## config.mk

```make
export PLATFORM = sky130hd
export DESIGN_NAME = cfg_xlate
export DESIGN_NICKNAME = d
export VERILOG_FILES = /design/src/rtl/cfg_xlate.sv
export SDC_FILE = /design/constraint.sdc
export NUM_CORES = 1
export LEC_CHECK = 0
export ABC_AREA = 1
export BUFFER_PORTS_ARGS = -buffer_cell sky130_fd_sc_hd__buf_2
export CORE_MARGIN = 3
export CORE_UTILIZATION = 35
export DETAILED_ROUTE_END_ITERATION = 8
export GPL_TIMING_DRIVEN = 0
export PLACE_DENSITY_LB_ADDON = 0.08
export SYNTH_ARGS = -nofsm -noshare
export SYNTH_HDL_FRONTEND = slang
export SYNTH_SLANG_ARGS = --single-unit
export TNS_END_PERCENT = 50
```

## constraint.sdc

```tcl
create_clock -name clk -period 1.8 [get_ports clk]
set_input_delay 0.27 -clock clk [delete_from_list [all_inputs] [get_ports clk]]
set_output_delay 0.27 -clock clk [all_outputs]
set_load 0.03 [all_outputs]
```

## src/rtl/cfg_xlate.sv

```systemverilog
module cfg_xlate #(
  parameter logic [13:0] ADDR_PORT = 14'h33E,
  parameter logic [13:0] DATA_PORT = 14'h33F,
  parameter int          MAX_DEV   = 20
) (
  input  logic        clk,
  input  logic        rst_n,
  input  logic        host_req,
  input  logic        host_wr,
  input  logic [13:0] host_port,
  input  logic [3:0]  host_be,
  input  logic [31:0] host_wdata,
  output logic        host_ack,
  output logic [31:0] host_rdata,
  output logic        dn_wr,
  output logic [3:0]  dn_be,
  output logic [31:0] dn_wdata,
  output logic        pci_req,
  output logic        pci_type1,
  output logic [31:0] pci_addr,
  input  logic        pci_done,
  input  logic        pci_mabort,
  input  logic [31:0] pci_rdata,
  output logic        loc_req,
  output logic [8:0]  loc_index,
  input  logic        loc_done,
  input  logic [31:0] loc_rdata,
  output logic        io_req,
  output logic [13:0] io_port,
  input  logic        io_done,
  input  logic [31:0] io_rdata
);

  typedef enum logic [2:0] {S_IDLE, S_PCI, S_LOC, S_IO, S_ACK} state_t;
  state_t state;

  logic        cfg_en;
  logic [23:2] cfg_field;
  logic [31:0] rdata_q;

  wire  [7:0]  bus_no   = cfg_field[23:16];
  wire  [4:0]  dev_no   = cfg_field[15:11];
  wire         go_t1    = bus_no != 8'h00;
  wire         go_local = !go_t1 && dev_no == 5'd0;
  wire         hit_addr = host_port == ADDR_PORT && host_be == 4'hF;
  wire         hit_data = host_port == DATA_PORT && cfg_en;
  wire  [31:0] readback = {cfg_en, 7'b0, cfg_field, 2'b00};

  logic [MAX_DEV-1:0] idsel;
  for (genvar i = 0; i < MAX_DEV; i++) begin : g_idsel
    assign idsel[i] = dev_no == 5'(i + 1);
  end

  wire [31:0] ad_t0 = {idsel, 1'b0, cfg_field[10:2], 2'b00};
  wire [31:0] ad_t1 = {8'h00, cfg_field, 2'b01};

  assign pci_req  = state == S_PCI;
  assign loc_req  = state == S_LOC;
  assign io_req   = state == S_IO;
  assign host_ack = state == S_ACK;
  assign host_rdata = rdata_q;

  always_ff @(posedge clk) begin
    if (!rst_n) begin
      state     <= S_IDLE;
      cfg_en    <= 1'b0;
      cfg_field <= '0;
      rdata_q   <= '0;
      dn_wr     <= 1'b0;
      dn_be     <= '0;
      dn_wdata  <= '0;
      pci_type1 <= 1'b0;
      pci_addr  <= '0;
      loc_index <= '0;
      io_port   <= '0;
    end else begin
      case (state)
        S_IDLE: if (host_req) begin
          dn_wr    <= host_wr;
          dn_be    <= host_be;
          dn_wdata <= host_wdata;
          if (hit_addr) begin
            if (host_wr) begin
              cfg_en    <= host_wdata[31];
              cfg_field <= host_wdata[23:2];
            end
            rdata_q <= host_wr ? 32'h0 : readback;
            state   <= S_ACK;
          end else if (hit_data) begin
            if (go_local) begin
              loc_index <= cfg_field[10:2];
              state     <= S_LOC;
            end else begin
              pci_addr  <= go_t1 ? ad_t1 : ad_t0;
              pci_type1 <= go_t1;
              state     <= S_PCI;
            end
          end else begin
            io_port <= host_port;
            state   <= S_IO;
          end
        end
        S_PCI: if (pci_done) begin
          rdata_q <= dn_wr ? 32'h0 : (pci_mabort ? 32'hFFFF_FFFF : pci_rdata);
          state   <= S_ACK;
        end
        S_LOC: if (loc_done) begin
          rdata_q <= dn_wr ? 32'h0 : loc_rdata;
          state   <= S_ACK;
        end
        S_IO: if (io_done) begin
          rdata_q <= dn_wr ? 32'h0 : io_rdata;
          state   <= S_ACK;
        end
        default: state <= S_IDLE;
      endcase
    end
  end

  assert_one_target_R10: assert property (@(posedge clk) disable iff (!rst_n)
    $onehot0({pci_req, loc_req, io_req}));

  assert_ack_single_R10: assert property (@(posedge clk) disable iff (!rst_n)
    host_ack |=> !host_ack);

  assert_pci_hold_R10: assert property (@(posedge clk) disable iff (!rst_n)
    pci_req && !pci_done |=> pci_req && $stable(pci_addr) && $stable(pci_type1));

  assert_idsel_onehot_R5: assert property (@(posedge clk) disable iff (!rst_n)
    pci_req && !pci_type1 |-> $onehot0(pci_addr[31:12]) && !pci_addr[11] && pci_addr[1:0] == 2'b00);

  assert_type1_frame_R8: assert property (@(posedge clk) disable iff (!rst_n)
    pci_req && pci_type1 |-> pci_addr[31:24] == 8'h00 && pci_addr[1:0] == 2'b01);

  assert_reserved_zero_R2: assert property (@(posedge clk) disable iff (!rst_n)
    $rose(host_ack) && $past(host_port == ADDR_PORT && host_be == 4'hF && !host_wr)
      |-> host_rdata[30:24] == 7'h0 && host_rdata[1:0] == 2'b00);

endmodule

```

* After elaboration in Yosys (flattened, before gate mapping)
Cells that the tools add are included.
** Storage, ports and cells
- Word-level logic and storage cells :: 81
- Register bits :: 151
- Bits of input ports :: 154
- Output and inout bits :: 129
** Cells by class
- Equality and inequality tests :: 32
- Muxes and demuxes :: 20
- Bitwise gates (word level) :: 3
- Reductions and logical operators :: 15
** Operators by type and width (number)
- 2-to-1 mux 32 bit :: 11
- one-hot mux 32 bit (4 select lines) :: 1
- equality test 5 x 4 -> 1 bit (second input constant) :: 8
- equality test 14 x 10 -> 1 bit (second input constant) :: 2
- equality test 5 bit (second input constant) :: 5
- equality test 5 x 3 -> 1 bit (second input constant) :: 4
- 2-to-1 mux 3 bit :: 6
- one-hot mux 3 bit (4 select lines) :: 1
- AND reduction 4 bit :: 3
- equality test 5 x 2 -> 1 bit (second input constant) :: 2
- AND reduction 5 bit :: 2
- nonzero test 8 bit :: 1
- equality test 3 x 2 -> 1 bit (second input constant) :: 2
- != test 2 x 1 -> 1 bit (second input constant) :: 3
- AND reduction 6 bit :: 1
- equality test 5 x 1 -> 1 bit (second input constant) :: 1
- zero test 5 bit :: 1
- equality test 4 bit (second input constant) :: 1
- != test 2 bit (second input constant) :: 2
- nonzero test 4 bit :: 1
- equality test 3 x 1 -> 1 bit (second input constant) :: 1
- equality test 3 bit (second input constant) :: 1
- logical AND 1 bit :: 3
- zero test 3 bit :: 1
- other kinds (4) :: 6

* Longest topological paths before layout
Gate-level depths: netlist (run 1).
- Depth after elaboration :: 8
- Mapped depth :: 13
- Mapped depth without buffers :: 12

* Worst setup path after synthesis (run 1)
No wires, ideal clock.
- Path kind :: register to register
- Start :: register dn_wr
- End :: register rdata_q[15], in the netlist host_rdata[15]
- Setup time :: 0.115 ns
- Setup slack :: 0.137 ns
- Required time :: 1.685 ns
- Stages on the path, launching flop included :: 11
- Path buffers :: 3
- Clock period less this slack :: 1.663 ns
- Data arrival time :: 1.547 ns
- Cell sequence :: dfxtp_1 clkbuf_1 inv_1 buf_2 buf_1 nand3_1 nand3_1 nor2_1 nand3_1 nand2_1 nor2_1
** On the way
- Cells in the longest elaborated chain, start to end :: 3
- Elaborated cells between the ends (all ways) :: 7
- Classes of those cells :: mux (7)
** RTL lines
- from (decl) :: RTL line 15 : output logic dn_wr,
- from (signal assigned) :: RTL line 79 : dn_wr <= host_wr;
- 2-to-1 mux 32 bit (on tied branches) :: RTL line 112, 104, 108
- 2-to-1 mux 32 bit (on tied branches) :: RTL line 111, 103, 107
- one-hot mux 32 bit (4 select lines) * :: RTL line 77 : case (state)
- to (signal assigned) :: RTL line 87 : rdata_q <= host_wr ? 32'h0 : readback;
- to (signal assigned) :: RTL line 108 : rdata_q <= dn_wr ? 32'h0 : loc_rdata;
- to (signal assigned) :: RTL line 112 : rdata_q <= dn_wr ? 32'h0 : io_rdata;
- to (decl) :: RTL line 39 : logic [31:0] rdata_q;
Every way passes the cells marked *; elsewhere a longest branch is shown, timed or not. The select of a mux whose other input is x is not followed.
A chain may end at the register's enable or synchronous reset.

* Final worst setup path (run 1)
- Start :: register state[2]
- End :: output port io_req
** On the way
- Cells in the longest elaborated chain, start to end :: 1
** RTL lines
- from (decl) :: RTL line 35 : state_t state;
- from (signal assigned) :: RTL line 65 : state <= S_IDLE;
- from (signal assigned) :: RTL line 88 : state <= S_ACK;
- from (signal assigned) :: RTL line 92 : state <= S_LOC;
- equality test 3 x 2 -> 1 bit :: RTL line 59 : assign io_req = state == S_IO;
- to (decl) :: RTL line 28 : output logic io_req,
Every way passes these cells.

==> metrics.md, run 1 <==
| Metric | Value |
|---|---|
| Synth cell types | 25 |
| Synth Cell Area | 0.00712 mm2 |
| Pin count of the biggest net entering global routing | 17 |
| Routability cong. | 0.907 |
| Reg2Reg Depth | 11 |
| FP Rows | roughly 50 |
| Initial Util | 36.1% |
| DRC | 0 |
| Avg Synthesized Cell Area | 6.38 um2 |
| Final Skew | 9.56 ps |
| FMAX | between 500 and 600 MHz |
| Peak supply drop | roughly 0.61 mV |
| Die area | 0.0221 mm2 |
| EDFF count, synth | 0 |
| Net Sw Frac | 34.0% |
| Initial DRC Count | 367 |
| Ranking of synthesized cells by area | dfxtp_1 42%, nand2_1 14%, nor2_1 14% |
| Top Ports | ~280 |
| Area share of the largest cell type after synthesis | approximately two fifths |
| Top FF cell, synth | dfxtp_1 |
| Post-route cell area | 0.00984 mm2 |
| Leakage | roughly 4.9 nW |
| Endpoints failing setup | 0 |
| Vias per cell | 4.80 |
| Placed Area | 0.00885 mm2 |
| Cell Chain, Critical Path | inv_2 > nand2_4 > nor2_4 > buf_4 > clkbuf_4 |
| ANT nets after route | 0 |
| Post-route minimum period | 1740 ps |
| Height of the die | about 150 um |
| Slew margin rel. | 52.4% |
| Setup TNS | 0 ps |
| TritonRoute pass-1 iters | 6 |
| Port Buffers | 280 |
| CTS tree | done |
| H-tree level count | 4 |
| Slew @ Worst Pin | 714 ps |
| Clock power frac | 37.3% |
| Gate Count Post-Synth | 1116 |
| Hold-fix buffers, CTS | 0 |
| Slew Limit Fails | 0 |
| Final nets | about 1600 |
| Sequential group share of total power | 36.8% |
| Kind of start point of the critical path | flip-flop |
| Delay of the slowest critical-path stage | 370 ps |
| Period utilisation layout | 96.7% |
| Hold depth | 3 |
| Setup CP Type | reg -> out |
| Yosys reg bits | around 150 |
| CP arrival | 1470 ps |
| WL final | 27000 um |
| NetSw | around 3.4 mW |
| Die width | 149 um |
| Comb pwr share | approximately a quarter |
| Synth area leader | dfxtp_1 |
| Number of clock sinks | between 100 and 150 |
| CTS Buffer Depth | 2 |
| Clock latency on the worst-skew pair | roughly 420 ps |
| Fill cell count | 2126 |
| First-pass GRT wire length | 41700 um |
| Fraction of registers with async set or reset after synthesis | 0% |
| Routed WL per cell | 15.8 um |
| Vias | 8180 |
| Syn Nets | 1270 |
| Cts bufs inserted | 17 |
| CP required | 1530 ps |
| Grt ovf | 0 |
| Placeable Area | 0.0197 mm2 |
| Crit-path max FO | 10 |
| Clock root buffer | clkbuf_16 |
| Commonest cells post-synth | 259 x nand2_1, 259 x nor2_1, 149 x dfxtp_1, 117 x nand3_1, 82 x a21oi_1 |
| Setup crit end kind | primary output |
| Slowest CP cell | dfxtp_4 |
| Cell Int Power | roughly 6.6 mW |
| Max-cap viol count | 0 |
| Number of global-route vias before repair | between 7000 and 8000 |
| Detailed-placement wirelength estimate | between 20000 and 25000 um |
| Total GRT Usage | 23.9% |
| Status | complete, no violations |
| PwrDens | 1020 mW/mm2 |
| ANT cells | 0 |
| Seq/Total Area, Yosys | a little over two fifths |
| Hold Vio Cnt, Final | 0 |
| Share of cells above drive strength 1 | 28.9% |
| Syn. warnings | 0 |
| Clk slew on worst S/H paths | 70 ps |
| Hold/Removal Path Class | in -> reg |
| Initial antenna violation count | 0 |
| Area delta synth->final | 38.2% |
-- power by group through the flow --
stage | Combinational [mW] | Sequential [mW] | Clock, mW
3_5_place_dp | 2.49 | 3.76 | 0
6_report | 2.61 | 3.70 | 3.75
4_1_cts | 2.55 | 3.70 | 3.83
2_1_floorplan | 1.18 | 4.21 | 0
5_1_grt | 2.87 | 3.72 | 3.97
3_3_place_gp | 2.49 | 3.75 | 0
-- critical path, delay by kind of cell, from the launching register on --
| family | cells | cell delay (ps) |
|---|---|---|
| buffers and inverters | 3 | 470 |
| and+or+nand+nor | 2 | 210 |
| DFF | 1 | 370 |
-- routing by layer --
metal	GRT usage (%)	part of all wire [%]	up-vias
met3	5.64	7.5	15
met5	0	0	-
met4	4.76	0.61	0
met2	40.2	47	301
li1	-	-	4207
met1	31.5	45	3657
-- layout by cell type, fill, tap and decap left out, drive strengths merged --
cell and n:
clkinv 4, clkinvlp 2, conb 1, nand4 5, nand3 118, buf 330, clkbuf 56, a21oi 82
nor3 40, inv 63, a31oi 5, bufinv 3, a22oi 4, nand2 262, o31ai 1, nor2 262
o21ai 53, dfxtp 149
-- state kept, by name, indices dropped and copies added (netlist names) --
register and flops:
cfg_en 1, cfg_field 22, dn_be 4, dn_wdata 32
dn_wr 1, host_rdata 32, io_port 14, loc_index 9
pci_addr 31, state 3
-- repair_timing --
action / 4_1_cts / 5_1_grt
pin swaps: 4 / 5
gates resized for setup: 47 / 63
cloned: 0 / 4
buffers inserted: 7 / 6
setup endpoints to repair: 109 / 141
-- metrics by stage --
stage	hold slack, ps	instances	power [mW]	setup WS [ps]	util, %
floorplan	405	1116	5.39	137	-
global route	87.9	1705	10.6	-13.0	49.9
detailed placement	442	1661	6.24	-341	44.9
finish	87.6	1705	10.1	59.3	49.9
global placement	433	1661	6.24	-333	44.9
CTS	69.0	1698	10.1	-25.9	48.9
-- cells by family (layout without fill, tap and decap cells) --
group,Yosys count,after routing,share of synthesized area [%]
buffers and inverters,134,458,8.05
AOI/OAI and AO/OA,145,145,10.5
and+or+nand+nor,687,687,39.5
DFF,149,149,41.9
other,1,1,0.0527
-- area by class of cell --
cell class	count	area (um2)	area share, %
multi-input combinational	833	3690	37.5
sequential	149	3000	30.5
timing repair buffer	297	1540	15.6
buffer	72	435	4.43
clock buffer	17	425	4.32
tap	265	332	3.37
inverter	57	230	2.34
clock inverter	15	189	1.92
-- worst paths after layout --
check / start / endpoint / slack (ps)
setup / recovery: state[2]$_SDFFE_PN0P_ / io_req / 60
hold / removal: host_wdata[22] / cfg_field[22]$_SDFFE_PN0P_ / 90
setup reg to reg: state[2]$_SDFFE_PN0P_ / host_rdata[7]$_SDFFE_PN0P_ / 80
hold reg to reg: io_port[0]$_SDFFE_PN0P_ / io_port[0]$_SDFFE_PN0P_ / 440
Note: power is estimated with default switching activity, not from simulation.
==> inputs of run 2 (changes only) <==
Clock period 1.8 ns to 2.1 ns, I/O delays scaled along.
==> run 2 against run 1 <==
Core utilization fell by 1.6 points. Cell count fell by 0.65%. Clock skew fell by 0.68 ps. Worst setup slack improved by 72 ps. Critical path type unchanged. Critical endpoint unchanged. Largest cell class unchanged.
==> metrics.md, run 2 (synthesis results as in run 1) <==
| Metric | Value |
|---|---|
| Status | complete, no violations |
| Height of the die | 149 um (unchanged) |
| H-tree level count | 4 (unchanged) |
| Worst hold start | host_wdata[22] |
| Power consumption | 8.53 mW (-15%) |
| WL final | 26600 um (-1.5%) |
| TritonRoute pass-1 iters | 5 (-1) |
| Max-cap viol count | 0 (unchanged) |
| Final Skew | 8.88 ps (-0.685 ps) |
| Unrepaired setup endpoints after global routing | yes |
| Number of global-route vias before repair | 7781 (-0.60%) |
| Detailed-placement wirelength estimate | 21100 um (unchanged) |
| Kind of start point of the critical path | flip-flop |
| Layer with the highest usage | met2 |
| ANT cells | 0 (unchanged) |
| Clock root buffer | clkbuf_16 |
| CTS tree | done |
| Initial DRC Count | 382 (+4.1%) |
| Die area | 0.0221 mm2 (unchanged) |
| Peak supply drop | 0.528 mV (-13%) |
| Top Ports | 283 (unchanged) |
| Met2 usage | 39.7% (-0.48 points) |
| Hold depth | 3 (unchanged) |
| Vias | 8083 (-1.2%) |
| Most frequent cells in the layout | 304 x buf_2, 258 x nand2_1, 255 x nor2_1, 147 x dfxtp_1, 117 x nand3_1 |
| Port Buffers | 280 (unchanged) |
| R2R Path End | loc_index[4]$_SDFFE_PN0P_ |
| Fin util | 48.3% (-1.6 points) |
| DRC | 0 (unchanged) |
| Crit-path max FO | 10 (unchanged) |
| Slew Limit Fails | 0 (unchanged) |
| Die width | 149 um (unchanged) |
| PwrDens | 896 mW/mm2 (-12%) |
| Hold/Removal Path Class | in -> reg |
| CP arrival | 1650 ps (+180 ps) |
| Reg2Reg Depth | 9 (-2) |
| Post-route cell area | 0.00952 mm2 (-3.2%) |
| Slew @ Worst Pin | 700 ps (-14.2 ps) |
| Placed Area | 0.00885 mm2 (unchanged) |
| FMAX | 508 MHz |
| Total GRT Usage | 23.7% (-0.18 points) |
| Hold Vio Cnt, Final | 0 (unchanged) |
| Area delta synth->final | 33.7% |
| CP required | 1780 ps (+250 ps) |
| Cts bufs inserted | 17 (unchanged) |
| Commonest non-fill, non-tap cell in the layout | buf_2 |
| Routed WL per cell | 15.7 um (-0.81%) |
| Number of clock sinks | 149 (unchanged) |
| CTS Buffer Depth | 2 (unchanged) |
| Clk slew on worst S/H paths | 60 ps (about the same) |
| R2R Setup Slk | 140 ps (+60 ps) |
| Clock latency on the worst-skew pair | 420 ps (about the same) |
| Vias per cell | 4.77 (-0.54%) |
| Final nets | 1570 (-0.70%) |
| Met1 usage in global routing | 31.4% (-0.13 points) |
| Leakage | 4.78 nW (-3.0%) |
| Post-route minimum period | 1970 ps |
| Pin count of the biggest net entering global routing | 17 (unchanged) |
| Reg2reg start | cfg_field[11]$_SDFFE_PN0P_ |
| Slew margin rel. | 53.3% (+0.95 points) |
| Share of cells above drive strength 1 | 25.8% (-3.1 points) |
| FP Rows | 51 (unchanged) |
| Hold-fix buffers, CTS | 0 (unchanged) |
| Endpoints failing setup | 0 (unchanged) |
| Placeable Area | 0.0197 mm2 (unchanged) |
| Met3 usage | 5.64% (unchanged) |
| Setup CP Type | reg -> out |
| ANT nets after route | 0 (unchanged) |
| First-pass GRT wire length | 41400 um (-0.75%) |
| Grt ovf | 0 (unchanged) |
| Period utilisation layout | a little over nine tenths |
| Routability cong. | 0.907 (unchanged) |
| Fill cell count | 2148 (+1.0%) |
| WHS Endpoint | cfg_field[22]$_SDFFE_PN0P_ |
| Initial antenna violation count | 0 (unchanged) |
| Initial Util | 36.1% (unchanged) |
| Setup crit end kind | primary output |
==> run 2: what timing repair did <==
item / CTS / global route
endpoints found under the setup margin: 3 / 61
gates resized for setup: 4 / 14
pin swaps: 0 / 1
hold endpoints to repair: 0 / 0
buffers inserted: 0 / 1
==> run 2: per-stage QoR <==
stage          hold WS, ps  instances  setup WS (ps)  setup TNS, ps
5_1_grt                133       1694          -5.63          -5.63
6_report               129       1694            132              0
3_5_place_dp           442       1661          -85.6           -484
3_3_place_gp           433       1661          -78.2           -398
4_1_cts                114       1693          -67.6           -141
2_1_floorplan          450       1116            437              0
==> run 2: worst max-delay path by stage <==
stage,from,endpoint,depth (start not counted)
floorplan,dn_wr$_SDFFE_PN0P_,host_rdata[15]$_SDFFE_PN0P_,10
global placement,host_port[10],pci_addr[20]$_SDFFE_PN0P_,10
detailed placement,host_port[10],pci_addr[20]$_SDFFE_PN0P_,10
CTS,state[2]$_SDFFE_PN0P_,io_req,5
global route,dn_wr$_SDFFE_PN0P_,host_rdata[6]$_SDFFE_PN0P_,10
finish,state[1]$_SDFFE_PN0P_,io_req,4
==> run 2: layout make-up <==
cell class,count,area (um2),area share [%]
clock inverters,15,189,1.98
flip-flops and latches,149,2990,31.4
well taps,265,332,3.48
repair buffers,281,1410,14.8
clock buffers,17,425,4.47
multi-input cells,833,3600,37.8
inverters,57,216,2.27
plain buffers,77,368,3.86
==> run 2: where the power goes <==
group / switching (mW) / total [mW] / internal, mW
combinational: 1.47 / 2.15 / 0.678
sequential: 0.120 / 3.16 / 3.04
clock: 1.32 / 3.22 / 1.90
==> run 2: critical path, cell delays in order, from the launching register on <==
cell and delay (ps):
dfxtp_1 420, nand2_2 140, nor2_4 200, clkbuf_4 250, buf_2 220
==> run 2: layer usage <==
metal  vias up  part of all wire, %
met3        19                  7.3
met2       282                   47
met5         -                    0
met4         0                 0.76
met1      3601                   45
li1       4181                    -
